## src/rtl/gpio_sense_pkg.sv

```systemverilog
package gpio_sense_pkg;

  localparam int FIELD_W = 4;

  // word indices (byte offset / 4) of the register map
  localparam int IDX_ACCEPT = 0;
  localparam int IDX_EN_SET = 1;
  localparam int IDX_EN_CLR = 2;
  localparam int IDX_EN_VIEW = 3;
  localparam int IDX_RAW = 4;
  localparam int IDX_MASKED = 5;
  localparam int IDX_CLEAR = 6;
  localparam int IDX_SENSE0 = 8;

  typedef enum logic [2:0] {
    MODE_RISE = 3'd0,
    MODE_FALL = 3'd1,
    MODE_HIGH = 3'd2,
    MODE_LOW  = 3'd3,
    MODE_BOTH = 3'd4
  } senseMode_t;

  typedef enum logic [2:0] {
    SEL_NONE,
    SEL_ACCEPT,
    SEL_MASK,
    SEL_RAW,
    SEL_MASKED,
    SEL_SENSE
  } rdSel_t;

  typedef struct packed {
    logic       acceptWr;
    logic       enSetWr;
    logic       enClrWr;
    logic       pendClrWr;
    logic       senseWr;
    logic [2:0] senseIdx;
    rdSel_t     rdSel;
  } ctrlStrobe_t;

endpackage

```

## src/rtl/irq_sense_ctrl.sv

```systemverilog
module irq_sense_ctrl
  import gpio_sense_pkg::*;
#(
  parameter int ADDR_W      = 8,
  parameter int SENSE_WORDS = 4
) (
  input  logic              busWrEn,
  input  logic [ADDR_W-1:0] busAddr,
  output ctrlStrobe_t       strobe
);

  localparam int WIDX_W = ADDR_W - 2;

  logic              aligned;
  logic [WIDX_W-1:0] wordIdx;
  logic [WIDX_W-1:0] senseOff;
  logic              inSense;
  logic              wrOk;

  assign aligned  = (busAddr[1:0] == 2'b00);
  assign wordIdx  = busAddr[ADDR_W-1:2];
  assign senseOff = wordIdx - WIDX_W'(IDX_SENSE0);
  assign inSense  = (wordIdx >= WIDX_W'(IDX_SENSE0)) &&
                    (wordIdx <  WIDX_W'(IDX_SENSE0 + SENSE_WORDS));
  assign wrOk     = busWrEn && aligned;

  always_comb begin
    strobe           = '0;
    strobe.rdSel     = SEL_NONE;
    strobe.senseIdx  = senseOff[2:0];
    strobe.acceptWr  = wrOk && (wordIdx == WIDX_W'(IDX_ACCEPT));
    strobe.enSetWr   = wrOk && (wordIdx == WIDX_W'(IDX_EN_SET));
    strobe.enClrWr   = wrOk && (wordIdx == WIDX_W'(IDX_EN_CLR));
    strobe.pendClrWr = wrOk && (wordIdx == WIDX_W'(IDX_CLEAR));
    strobe.senseWr   = wrOk && inSense;
    if (aligned) begin
      if (inSense) begin
        strobe.rdSel = SEL_SENSE;
      end else begin
        case (wordIdx)
          WIDX_W'(IDX_ACCEPT):  strobe.rdSel = SEL_ACCEPT;
          WIDX_W'(IDX_EN_VIEW): strobe.rdSel = SEL_MASK;
          WIDX_W'(IDX_RAW):     strobe.rdSel = SEL_RAW;
          WIDX_W'(IDX_MASKED):  strobe.rdSel = SEL_MASKED;
          default:              strobe.rdSel = SEL_NONE;
        endcase
      end
    end
  end

endmodule

```

## src/rtl/irq_sense_datapath.sv

```systemverilog
module irq_sense_datapath
  import gpio_sense_pkg::*;
#(
  parameter int NUM_PINS    = 32,
  parameter int DATA_W      = 32,
  parameter int SENSE_WORDS = 4
) (
  input  logic                clk,
  input  logic                rst,
  input  ctrlStrobe_t         strobe,
  input  logic [DATA_W-1:0]   wrData,
  input  logic [NUM_PINS-1:0] pinLevel,
  output logic [DATA_W-1:0]   rdData,
  output logic [NUM_PINS-1:0] rawPend,
  output logic [NUM_PINS-1:0] enMask,
  output logic [NUM_PINS-1:0] acceptBits,
  output logic [1:0]          irqReq
);

  localparam int FPW     = DATA_W / FIELD_W;
  localparam int LO_PINS = NUM_PINS / 2;

  logic [DATA_W-1:0]   senseWord [SENSE_WORDS];
  logic [NUM_PINS-1:0] prevLevel;
  logic [NUM_PINS-1:0] hitVec;
  logic [NUM_PINS-1:0] clrBits;
  logic [NUM_PINS-1:0] maskedPend;
  logic [NUM_PINS-1:0] wrPins;

  assign wrPins  = wrData[NUM_PINS-1:0];
  assign clrBits = strobe.pendClrWr ? wrPins : '0;

  // per-pin event detection
  for (genvar i = 0; i < NUM_PINS; i++) begin : g_pin
    logic [2:0] code;
    logic       cur;
    logic       old;
    assign code = senseWord[i / FPW][(i % FPW) * FIELD_W +: 3];
    assign cur  = pinLevel[i];
    assign old  = prevLevel[i];
    always_comb begin
      case (senseMode_t'(code))
        MODE_RISE: hitVec[i] = acceptBits[i] & cur & ~old;
        MODE_FALL: hitVec[i] = acceptBits[i] & ~cur & old;
        MODE_HIGH: hitVec[i] = acceptBits[i] & cur;
        MODE_LOW:  hitVec[i] = acceptBits[i] & ~cur;
        MODE_BOTH: hitVec[i] = acceptBits[i] & (cur ^ old);
        default:   hitVec[i] = 1'b0;
      endcase
    end
  end

  always_ff @(posedge clk) begin
    if (rst) begin
      prevLevel  <= '0;
      rawPend    <= '0;
      enMask     <= '0;
      acceptBits <= '0;
    end else begin
      prevLevel <= pinLevel;
      rawPend   <= (rawPend & ~clrBits) | hitVec;
      if (strobe.acceptWr) acceptBits <= wrPins;
      if (strobe.enSetWr)  enMask <= enMask | wrPins;
      else if (strobe.enClrWr) enMask <= enMask & ~wrPins;
    end
  end

  always_ff @(posedge clk) begin
    for (int w = 0; w < SENSE_WORDS; w++) begin
      if (rst) begin
        senseWord[w] <= '0;
      end else if (strobe.senseWr && (strobe.senseIdx == 3'(w))) begin
        senseWord[w] <= wrData;
      end
    end
  end

  assign maskedPend = rawPend & enMask;
  assign irqReq[0]  = |maskedPend[LO_PINS-1:0];
  assign irqReq[1]  = |maskedPend[NUM_PINS-1:LO_PINS];

  always_comb begin
    rdData = '0;
    case (strobe.rdSel)
      SEL_ACCEPT: rdData = DATA_W'(acceptBits);
      SEL_MASK:   rdData = DATA_W'(enMask);
      SEL_RAW:    rdData = DATA_W'(rawPend);
      SEL_MASKED: rdData = DATA_W'(maskedPend);
      SEL_SENSE: begin
        for (int w = 0; w < SENSE_WORDS; w++) begin
          if (strobe.senseIdx == 3'(w)) rdData = senseWord[w];
        end
      end
      default: rdData = '0;
    endcase
  end

endmodule

```

## src/rtl/gpio_irq_sense.sv

```systemverilog
module gpio_irq_sense
  import gpio_sense_pkg::*;
#(
  parameter int NUM_PINS = 32,
  parameter int DATA_W   = 32,
  parameter int ADDR_W   = 8
) (
  input  logic                clk,
  input  logic                rst,
  input  logic                busWrEn,
  input  logic [ADDR_W-1:0]   busAddr,
  input  logic [DATA_W-1:0]   busWrData,
  output logic [DATA_W-1:0]   busRdData,
  input  logic [NUM_PINS-1:0] pinLevel,
  output logic [1:0]          irqReq
);

  localparam int FPW         = DATA_W / FIELD_W;
  localparam int SENSE_WORDS = (NUM_PINS + FPW - 1) / FPW;

  ctrlStrobe_t         strobe;
  logic [NUM_PINS-1:0] rawPend;
  logic [NUM_PINS-1:0] enMask;
  logic [NUM_PINS-1:0] acceptBits;

  irq_sense_ctrl #(
    .ADDR_W      (ADDR_W),
    .SENSE_WORDS (SENSE_WORDS)
  ) u_ctrl (
    .busWrEn (busWrEn),
    .busAddr (busAddr),
    .strobe  (strobe)
  );

  irq_sense_datapath #(
    .NUM_PINS    (NUM_PINS),
    .DATA_W      (DATA_W),
    .SENSE_WORDS (SENSE_WORDS)
  ) u_dp (
    .clk        (clk),
    .rst        (rst),
    .strobe     (strobe),
    .wrData     (busWrData),
    .pinLevel   (pinLevel),
    .rdData     (busRdData),
    .rawPend    (rawPend),
    .enMask     (enMask),
    .acceptBits (acceptBits),
    .irqReq     (irqReq)
  );

endmodule

```

## config.mk

```make
export PLATFORM = sky130hd
export DESIGN_NAME = gpio_irq_sense
export DESIGN_NICKNAME = d
export VERILOG_FILES = /design/src/rtl/gpio_sense_pkg.sv /design/src/rtl/irq_sense_ctrl.sv /design/src/rtl/irq_sense_datapath.sv /design/src/rtl/gpio_irq_sense.sv
export SDC_FILE = /design/constraint.sdc
export NUM_CORES = 1
export LEC_CHECK = 0
export CORE_MARGIN = 3
export CORE_UTILIZATION = 40
export CTS_BUF_LIST = sky130_fd_sc_hd__clkbuf_8
export CTS_CLUSTER_SIZE = 30
export DETAILED_ROUTE_END_ITERATION = 12
export PLACE_DENSITY = 0.71
export SLEW_MARGIN = 20
export SYNTH_ARGS = -nofsm -noshare
export SYNTH_HDL_FRONTEND = slang
export SYNTH_SLANG_ARGS = --single-unit
```

## constraint.sdc

```tcl
create_clock -name clk -period 4.66 [get_ports clk]
set_input_delay 1.165 -clock clk [delete_from_list [all_inputs] [get_ports clk]]
set_output_delay 1.165 -clock clk [all_outputs]
set_load 0.01 [all_outputs]
```

==> Yosys cells after proc, flatten, opt, wreduce, memory -nomap -nowiden <==
Memories as Yosys holds them, arrays and structs flattened.
Cells that the tools add are included.
{ "classes": {"n_reduce_logical": 49, "add_sub_neg": 1, "order_cmp": 2, "n_eq_ne": 142, "bitwise": 267, "muxes": 61} }
{ "op_table": {"columns": ["cell", "count"], "rows": [
  ["$mux W32", 11],
  ["$eq A3 B2 Y1 const B", 68],
  ["$and A1 B1 Y1", 160],
  ["$pmux W1 S5", 32],
  ["$pmux W32 S5", 1],
  ["$eq A3 B1 Y1 const B", 34],
  ["$eq A3 B3 Y1 const B", 34],
  ["$logic_not A3 Y1", 33],
  ["$and A32 B32 Y32", 3],
  ["$not A1 Y1", 64],
  ["$not A32 Y32", 2],
  ["$or A32 B32 Y32", 2],
  ["$reduce_or A16 Y1", 2],
  ["$xor A1 B1 Y1", 32],
  ["$eq A6 B3 Y1 const B", 3],
  ["$mux W1", 14],
  ["$eq A6 B2 Y1 const B", 2],
  ["$pmux W3 S4", 1],
  ["$logic_and A1 B1 Y1", 11],
  ["$eq A6 B1 Y1 const B", 1],
  ["$ge A6 B4 Y1 const B", 1],
  ["$logic_not A6 Y1", 1],
  ["$lt A6 B4 Y1 const B", 1],
  ["$mux W3", 2],
  ["4 further kinds", 7]
]} }
{ "totals": {"mem_bits_rw": 128, "input_bits": 75, "output_inout_bits": 34, "word_cells": 527, "mem_count": 1, "reg_bits": 128} }
{ "mem_list": {"columns": ["memory", "depth", "width", "read_ports", "rd_clocked_by_memory_dff", "write_ports", "line_no", "text"], "rows": [
  ["u_dp.senseWord", 4, 32, 4, 0, 4, "irq_sense_datapath.sv:23", "logic [DATA_W-1:0] senseWord [SENSE_WORDS];"]
]} }

==> Longest topological paths before layout <==
Gate-level depths: netlist (run 1).
{ "depth": {"word_depth": 8, "depth_mapped": 8} }

==> By module <==
Synthesis (run 1) repeated with hierarchy kept, for this count alone.
{ "hier_totals": {"hier_cells": 1320, "hier_area_um2": 13391.6} }
{ "by_module_without_submodules": {"columns": ["module", "area_per_inst_um2", "seq_area_each_um2", "cells_per_inst", "n_inst"], "rows": [
  ["irq_sense_datapath", 13232.7, 6406.1, 1297, 1],
  ["irq_sense_ctrl", 158.9, 0.0, 23, 1]
]} }

==> Worst setup path after synthesis (run 1) <==
No wires, ideal clock.
{ "synth_path": {"path_type": "input-to-reg", "startpoint": "input busAddr[7]", "endpoint": "memory u_dp.senseWord[0][0], enable pin", "slack_ns": -0.278, "t_arrival_ns": 4.473, "setup_time_ns": 0.466, "t_required_ns": 4.194, "stages": 5, "path_cell_list": "or4_1 buf_2 nor2_1 nand2_1 o21ai_0"} }
{ "synth_lines": {"columns": ["item", "line_no", "text"], "rows": [
  ["start, declared", "gpio_irq_sense.sv:11", "input logic [ADDR_W-1:0] busAddr,"],
  ["end, declared", "irq_sense_datapath.sv:23", null]
]} }

==> Final worst setup path (run 1) <==
{ "layout_path": {"startpoint": "input busAddr[7]", "endpoint": "output busRdData[25]"} }
{ "layout_via": {"elab_chain_len": 6, "elab_cells_between_ends": 16, "classes_between": "2 x order compare; 8 x eq/ne; 4 x mux; 2 x reduce/logical"} }
{ "layout_lines": {"columns": ["item", "line_no", "text"], "rows": [
  ["$ge A6 B4 Y1 (tied with other cells)", "irq_sense_ctrl.sv:23", "assign inSense = (wordIdx >= WIDX_W'(IDX_SENSE0)) &&"],
  ["$logic_and A1 B1 Y1 / $pmux W3 S4 (equally long branches)", "irq_sense_ctrl.sv:23, irq_sense_ctrl.sv:40", null],
  ["$mux W3 *", "irq_sense_ctrl.sv:37", "if (inSense) begin"],
  ["$mux W3 *", "irq_sense_ctrl.sv:36", "if (aligned) begin"],
  ["$eq A3 B3 Y1 (tied with other cells)", "irq_sense_datapath.sv:84", "case (strobe.rdSel)"],
  ["$pmux W32 S5 *", "irq_sense_datapath.sv:84", null],
  ["end, declared", "gpio_irq_sense.sv:13", "output logic [DATA_W-1:0] busRdData,"]
]} }
Every way passes the cells marked *; elsewhere a longest branch is shown, timed or not.

==> flow_summary_export.csv, run 1 <==
group,metric,value,unit
run_status,status,"finished, final reports clean",
floorplanning,rows,64,
power,leakage,0.00555,µW
flow_run,cap_violations,0,
worst_setup_path,cp.arrival,3480,ps
yosys,syn-num-nets,1322,
final_layout,diodes,0,
global_route,grt_pass1_wl,60.9,mm
drt,dr.pass1.iters,5,
yosys,yosys_register_bits,256,
clocking,insertion_delay,550,ps
timing,layout_min_cycle_time,4650,ps
final_layout,drive_gt1_frac,0.113,
global_route,grt_max_degree,100,
yosys,ys_seq_area_frac,0.502,
worst_setup_path,max_stage_delay,580,ps
timing,finalHoldViolations,0,
timing,clock_skew,21.5,ps
drt,dr_total_vias,10900,
floorplanning,pin_count,109,
timing,finalSetupTns,0,ps
clocking,cts_buffer_depth,3,
floorplanning,die_w,185,µm
worst_setup_path,crit_chain,"clkdlybuf4s50_1 > nor4_2 > buf_4 > nand2_1 > buf_12 > o22a_1 > o221ai_1 > clkdlybuf4s50_1",
final_layout,syn_to_final_growth,20.3,%
global_route,first_global_vias,10600,
floorplanning,dieArea,34100,µm²
timing,worstMarginPinSlew,1100,ps
worst_setup_path,worstSetupEndpointType,"output pin",
placed_design,hpwl,26.7,mm
drt,route.detailed.drc,0,
worst_hold_path,hp-class,"register to register",
timing,post-route-period-util,0.998,
timing,maxSlewViolCount,0,
worst_setup_path,path_buf_inv,4,
floorplanning,core,31000,µm²
final_layout,final_cell_mix,"135 x nand2_1, 128 x and2_1, 128 x dfxtp_1, 128 x edfxtp_1, 99 x a21oi_1",
worst_setup_path,crit_path_top_delay_cell,"clkdlybuf4s50_1",
clocking,cts_tree,"done",
yosys,synthArstFlopShare,0,
final_layout,fin_nets,1434,
final_layout,layout_commonest_cell,"nand2_1",
global_route,track_usage,0.231,
power,vdd_drop_max,0.000217,V
final_layout,utilization,0.495,
clocking,htree_levels,2,
clocking,clk_pin_slew,60,ps
clocking,cts_sinks,256,
yosys,synth_cells,1247,
worst_setup_path,startpoint_type,"input port",
floorplanning,die_y,185,µm
global_route,antenna_found_initial,1,
clocking,numCtsBuffers,43,
clocking,cts_root_buf,"clkbuf_8",
placed_design,portBuffers,108,
yosys,synth_enable_flop_cells,128,
power,power_density,316,nW/µm²
worst_setup_path,path_max_fanout,15,
yosys,avgSynthCellArea,10.2,µm²
drt,finalWirelength,40.2,mm
drt,wl_per_cell,22.5,µm
drt,via_per_inst,6.09,
drt,ant_nets,0,
yosys,yosys_warnings,0,
worst_setup_path,rrSetupSlack,3000,ps
drt,first_iter_violations,1075,
worst_setup_path,worstPathRequired,3490,ps
worst_setup_path,critical-path-top-delay-family,"buffers and inverters",
clocking,cts_setup_buffers,0,
global_route,gr-total-overflow,0,
placed_design,gp_congestion,0.874,
worst_setup_path,critPathKind,"input port to output pin",
yosys,synth_ff_type,"edfxtp_1",
timing,maxSlewHeadroom,0.267,
floorplanning,start_util,0.412,
timing,fmax,0.215,GHz
worst_setup_path,cpMostUsedCell,"clkdlybuf4s50_1",
yosys,synth_cell_type_count,47,
yosys,synth_area,12800,µm²
timing,setup_viol,0,
-- cell families after synthesis --
family,after synthesis,synth area share
xor+xnor,33,0.0227
flops,256,0.502
mux,32,0.0251
buf+inv,94,0.0324
simple gates,422,0.179
compound gates,410,0.238
-- path summary, 6_finish.rpt --
kind                                     startpoint                   to  depth (start not counted)
worst max-delay path                     busAddr[7]        busRdData[25]                          8
worst min-delay path            u_dp.acceptBits[10]  u_dp.acceptBits[10]                          2
worst max register to register   u_dp.prevLevel[17]     u_dp.rawPend[17]                          4
worst min register to register  u_dp.acceptBits[10]  u_dp.acceptBits[10]                          2
-- cell type report --
| class | instances | area, µm² |
|---|---|---|
| Timing Repair Buffer | 158 | 1580 |
| Sequential cell | 256 | 6410 |
| Tap cell | 396 | 495 |
| Clock buffer | 51 | 702 |
| Inverter | 3 | 12.5 |
| Clock inverter | 29 | 123 |
| Multi-Input combinational cell | 897 | 6020 |
| Fill cell | 2783 | 15600 |
-- cells in the mapped netlist (2+ instances only) --
master,instances,share of area
mux2i_1,32,0.025
edfxtp_1,128,0.30
nor2b_1,98,0.048
a31o_2,32,0.022
a22oi_1,63,0.037
a21oi_1,100,0.039
a211o_1,2,0.0014
a22o_1,7,0.0048
nor2_1,6,0.0018
buf_6,6,0.0053
a32o_1,32,0.025
o221ai_1,30,0.021
or4_1,2,0.0012
buf_2,12,0.0047
nand2b_1,5,0.0025
nand4_1,3,0.0015
inv_1,2,0.00059
and2_1,128,0.063
nand2_1,135,0.040
o22a_1,62,0.043
o211ai_1,2,0.0012
nand3b_1,2,0.0012
o32ai_1,32,0.022
buf_1,6,0.0018
nor3_1,2,0.00078
xor2_1,32,0.022
dfxtp_1,128,0.20
a221oi_1,7,0.0048
clkbuf_1,67,0.020
nand3_1,31,0.012
o21ai_0,36,0.014
nor4_2,2,0.0020
-- through the flow --
step	std cells	area, µm²	total power, µW	hold WS, ps	setup WS, ps
after floorplan	1247	12800	2750	449	-278
final	1790	15300	4850	474	11.1
after global routing	1790	15300	5020	491	-29.9
after global placement	1710	14500	2970	459	-75.0
after CTS	1790	15300	4870	474	0.824
after detailed placement	1710	14500	2980	465	-80.9
-- repair_timing --
item | CTS | global route
cloned | 0 | 0
setup endpoints to repair | 13 | 18
pin swaps | 0 | 0
gates resized for setup | 13 | 19
hold buffers | 0 | 0
-- metal layers --
layer | global-route usage | wire, µm | vias to the layer above
met5 | 0 | 13 | -
met4 | 0.0877 | 1400 | 2
met3 | 0.0393 | 3380 | 106
met2 | 0.374 | 18600 | 548
met1 | 0.312 | 16800 | 5305
li1 | - | - | 4938
-- tightest hold or removal path: stages, from the launching register on --
cell	delay (ps)
dfxtp_1	320
nand2_1	60
a21oi_1	50
-- power breakdown --
group / total [µW] / internal, µW / switching (µW)
clock network: 1910 / 996 / 911
registers: 2490 / 2440 / 55.7
logic: 453 / 185 / 268
Power figures use the tool's default switching activity.
==> inputs of run 2 (changes only) <==
--- a/config.mk
+++ b/config.mk
@@ -10,7 +10,7 @@
 export CTS_BUF_LIST = sky130_fd_sc_hd__clkbuf_8
 export CTS_CLUSTER_SIZE = 30
 export DETAILED_ROUTE_END_ITERATION = 12
-export PLACE_DENSITY = 0.71
+export PLACE_DENSITY_LB_ADDON = 0.25
 export SLEW_MARGIN = 20
 export SYNTH_ARGS = -nofsm -noshare
 export SYNTH_HDL_FRONTEND = slang
==> run 2 against run 1 <==
  * First-iteration DRC count fell by 2.6%
  * Via count fell by 0.48%
  * Combinational power rose by 2%
  * Worst setup slack improved by 98 ps
  * Largest power group unchanged
  * Highest routed layer is now met4
  * Global-route usage rose by 0.86 points
  * Cell count rose by 0.17%
  * Critical path depth did not move
  * Fmax rose by 2.1%
  * Count of clock-buffer cells in the layout did not move
  * Clock power rose by 12%
  * Design area rose by 0.90%
==> flow_summary_export.csv, run 2 (same netlist as run 1, synthesis figures left out) <==
group,metric,value,unit
worst_setup_path,worstSetupEndpointType,"output pin",
worst_setup_path,crit_start,"busAddr[7]",
placed_design,portBuffers,108,
final_layout,final_cell_mix,"135 x nand2_1, 128 x and2_1, 128 x dfxtp_1, 128 x edfxtp_1, 99 x a21oi_1",
power,power_density,328,nW/µm²
placed_design,place_ws,-30.3,ps
final_layout,register_area,6410,µm²
power,leakage,0.00568,µW
final_layout,layout_commonest_cell,"nand2_1",
drt,route.detailed.drc,0,
worst_setup_path,rrSetupSlack,3050,ps
final_layout,diodes,0,
floorplanning,start_util,0.412,
worst_setup_path,worstPathRequired,3490,ps
placed_design,gp_congestion,0.881,
power,vdd_drop_max,0.000229,V
clocking,clk_pin_slew,60,ps
clocking,cts_setup_buffers,0,
clocking,cts_sinks,256,
worst_hold_path,hold_end,"u_dp.acceptBits[31]",
timing,clock_skew,43.7,ps
worst_setup_path,path_max_fanout,16,
power,intPower,3790,µW
run_status,status,"finished, final reports clean",
floorplanning,pin_count,109,
worst_hold_path,hp-class,"register to register",
power,switching_share,0.254,
power,p_switching,1290,µW
clocking,cts_tree,"done",
drt,dr.pass1.iters,5,
worst_setup_path,critical-path-top-delay-family,"buffers and inverters",
clocking,cts_root_buf,"clkbuf_8",
floorplanning,rows,64,
timing,fmax,0.220,GHz
drt,finalWirelength,41.8,mm
final_layout,fin_area,15500,µm²
global_route,grt_pass1_wl,62.5,mm
power,seqPwrFrac,0.490,
timing,grt_setup_unrepaired,"true",
flow_run,cap_violations,0,
floorplanning,die_y,185,µm
floorplanning,die_w,185,µm
floorplanning,core,31000,µm²
drt,first_iter_violations,1047,
clocking,numCtsBuffers,45,
clocking,insertion_delay,570,ps
worst_hold_path,whs_path_depth,2,
worst_setup_path,critPathKind,"input port to output pin",
global_route,antenna_found_initial,0,
final_layout,fillers,2831,
timing,layout_min_cycle_time,4550,ps
worst_setup_path,path_buf_inv,4,
drt,ant_nets,0,
placed_design,dpl_cell_area,14500,µm²
final_layout,fin_nets,1435,
timing,setup_viol,0,
timing,whs,474,ps
final_layout,syn_to_final_growth,21.4,%
global_route,first_global_vias,10200,
timing,post-route-period-util,0.977,
final_layout,utilization,0.500,
worst_setup_path,startpoint_type,"input port",
drt,dr_total_vias,10800,
clocking,htree_levels,2,
final_layout,multi_input_area,6020,µm²
worst_setup_path,rr_startpoint,"u_dp.prevLevel[18]",
power,power_frac_comb,0.090,
worst_setup_path,cp.arrival,3390,ps
final_layout,drive_gt1_frac,0.115,
power,power.share.clock,0.419,
global_route,gr-total-overflow,0,
timing,maxSlewViolCount,0,
worst_setup_path,r2r_end,"u_dp.rawPend[18]",
worst_setup_path,cpMostUsedCell,"clkdlybuf4s50_1",
worst_hold_path,hold_start,"u_dp.acceptBits[31]",
clocking,cts_resized,8,
floorplanning,dieArea,34100,µm²
drt,wl_per_cell,23.3,µm
worst_setup_path,crit_chain,"clkdlybuf4s50_1 > nor4_2 > buf_4 > nand3b_1 > buf_6 > o22a_1 > o221ai_1 > clkdlybuf4s50_1",
placed_design,hpwl,27.3,mm
drt,via_per_inst,6.05,
worst_setup_path,crit_path_top_delay_cell,"clkdlybuf4s50_1",
global_route,track_usage,0.240,
global_route,grt_max_degree,67,
timing,maxSlewHeadroom,0.318,
timing,layout_setup_ws,109,ps
timing,finalHoldViolations,0,
worst_setup_path,r2r.worst_path.cells,4,
clocking,hold_buffers,0,
worst_setup_path,max_stage_delay,560,ps
timing,worstMarginPinSlew,1020,ps
clocking,cts_buffer_depth,3,
-- run 2: worst register-to-register path, cell delays in order, from the launching register on --
cell	delay [ps]
dfxtp_1	330
nor2b_1	180
a21oi_1	90
o32ai_1	670
a31o_2	250
-- run 2: per-layer routing --
metal	vias up	GRT usage	part of all wire
met4	0	0.0680	0.025
li1	4958	-	-
met5	-	0	0
met1	5368	0.332	0.44
met2	453	0.389	0.46
met3	68	0.0407	0.070
-- run 2: worst max path at each step --
stage | endpoint | slack (ps) | depth (start not counted)
floorplan | u_dp.senseWord[0][0] | -280 | 5
global placement | busRdData[13] | -2 | 8
detailed placement | busRdData[14] | -30 | 8
CTS | busRdData[9] | 20 | 8
global route | busRdData[0] | -20 | 8
finish | busRdData[0] | 110 | 8
-- run 2: stage by stage --
step | instances | power, µW | setup TNS (ps)
floorplan | 1247 | 2750 | -26720
global placement | 1709 | 2980 | -1.77
detailed placement | 1709 | 2990 | -62.3
CTS | 1793 | 5110 | 0
global route | 1793 | 5270 | -40.0
finish | 1793 | 5090 | 0
-- run 2: layout make-up --
cell class	count	share of cell area
sequential	256	0.414
inverter	3	0.000808
timing repair buffer	157	0.105
clock buffer	51	0.0453
multi-input combinational	897	0.389
tap	396	0.0320
clock inverter	33	0.0141
-- run 2: power groups by stage --
stage / registers (µW) / clock network, µW / logic, µW
2_1_floorplan: 2520 / 0 / 221
3_3_place_gp: 2530 / 0 / 450
3_5_place_dp: 2540 / 0 / 455
4_1_cts: 2490 / 2160 / 456
5_1_grt: 2500 / 2280 / 488
6_report: 2490 / 2130 / 460
==> inputs of run 3 (changes only) <==
--- a/config.mk
+++ b/config.mk
@@ -5,6 +5,7 @@
 export SDC_FILE = /design/constraint.sdc
 export NUM_CORES = 1
 export LEC_CHECK = 0
+export CAP_MARGIN = 25
 export CORE_MARGIN = 3
 export CORE_UTILIZATION = 40
 export CTS_BUF_LIST = sky130_fd_sc_hd__clkbuf_8
==> results of run 3 <==
The final DEF is identical to that of run 2; final timing and power are the same.
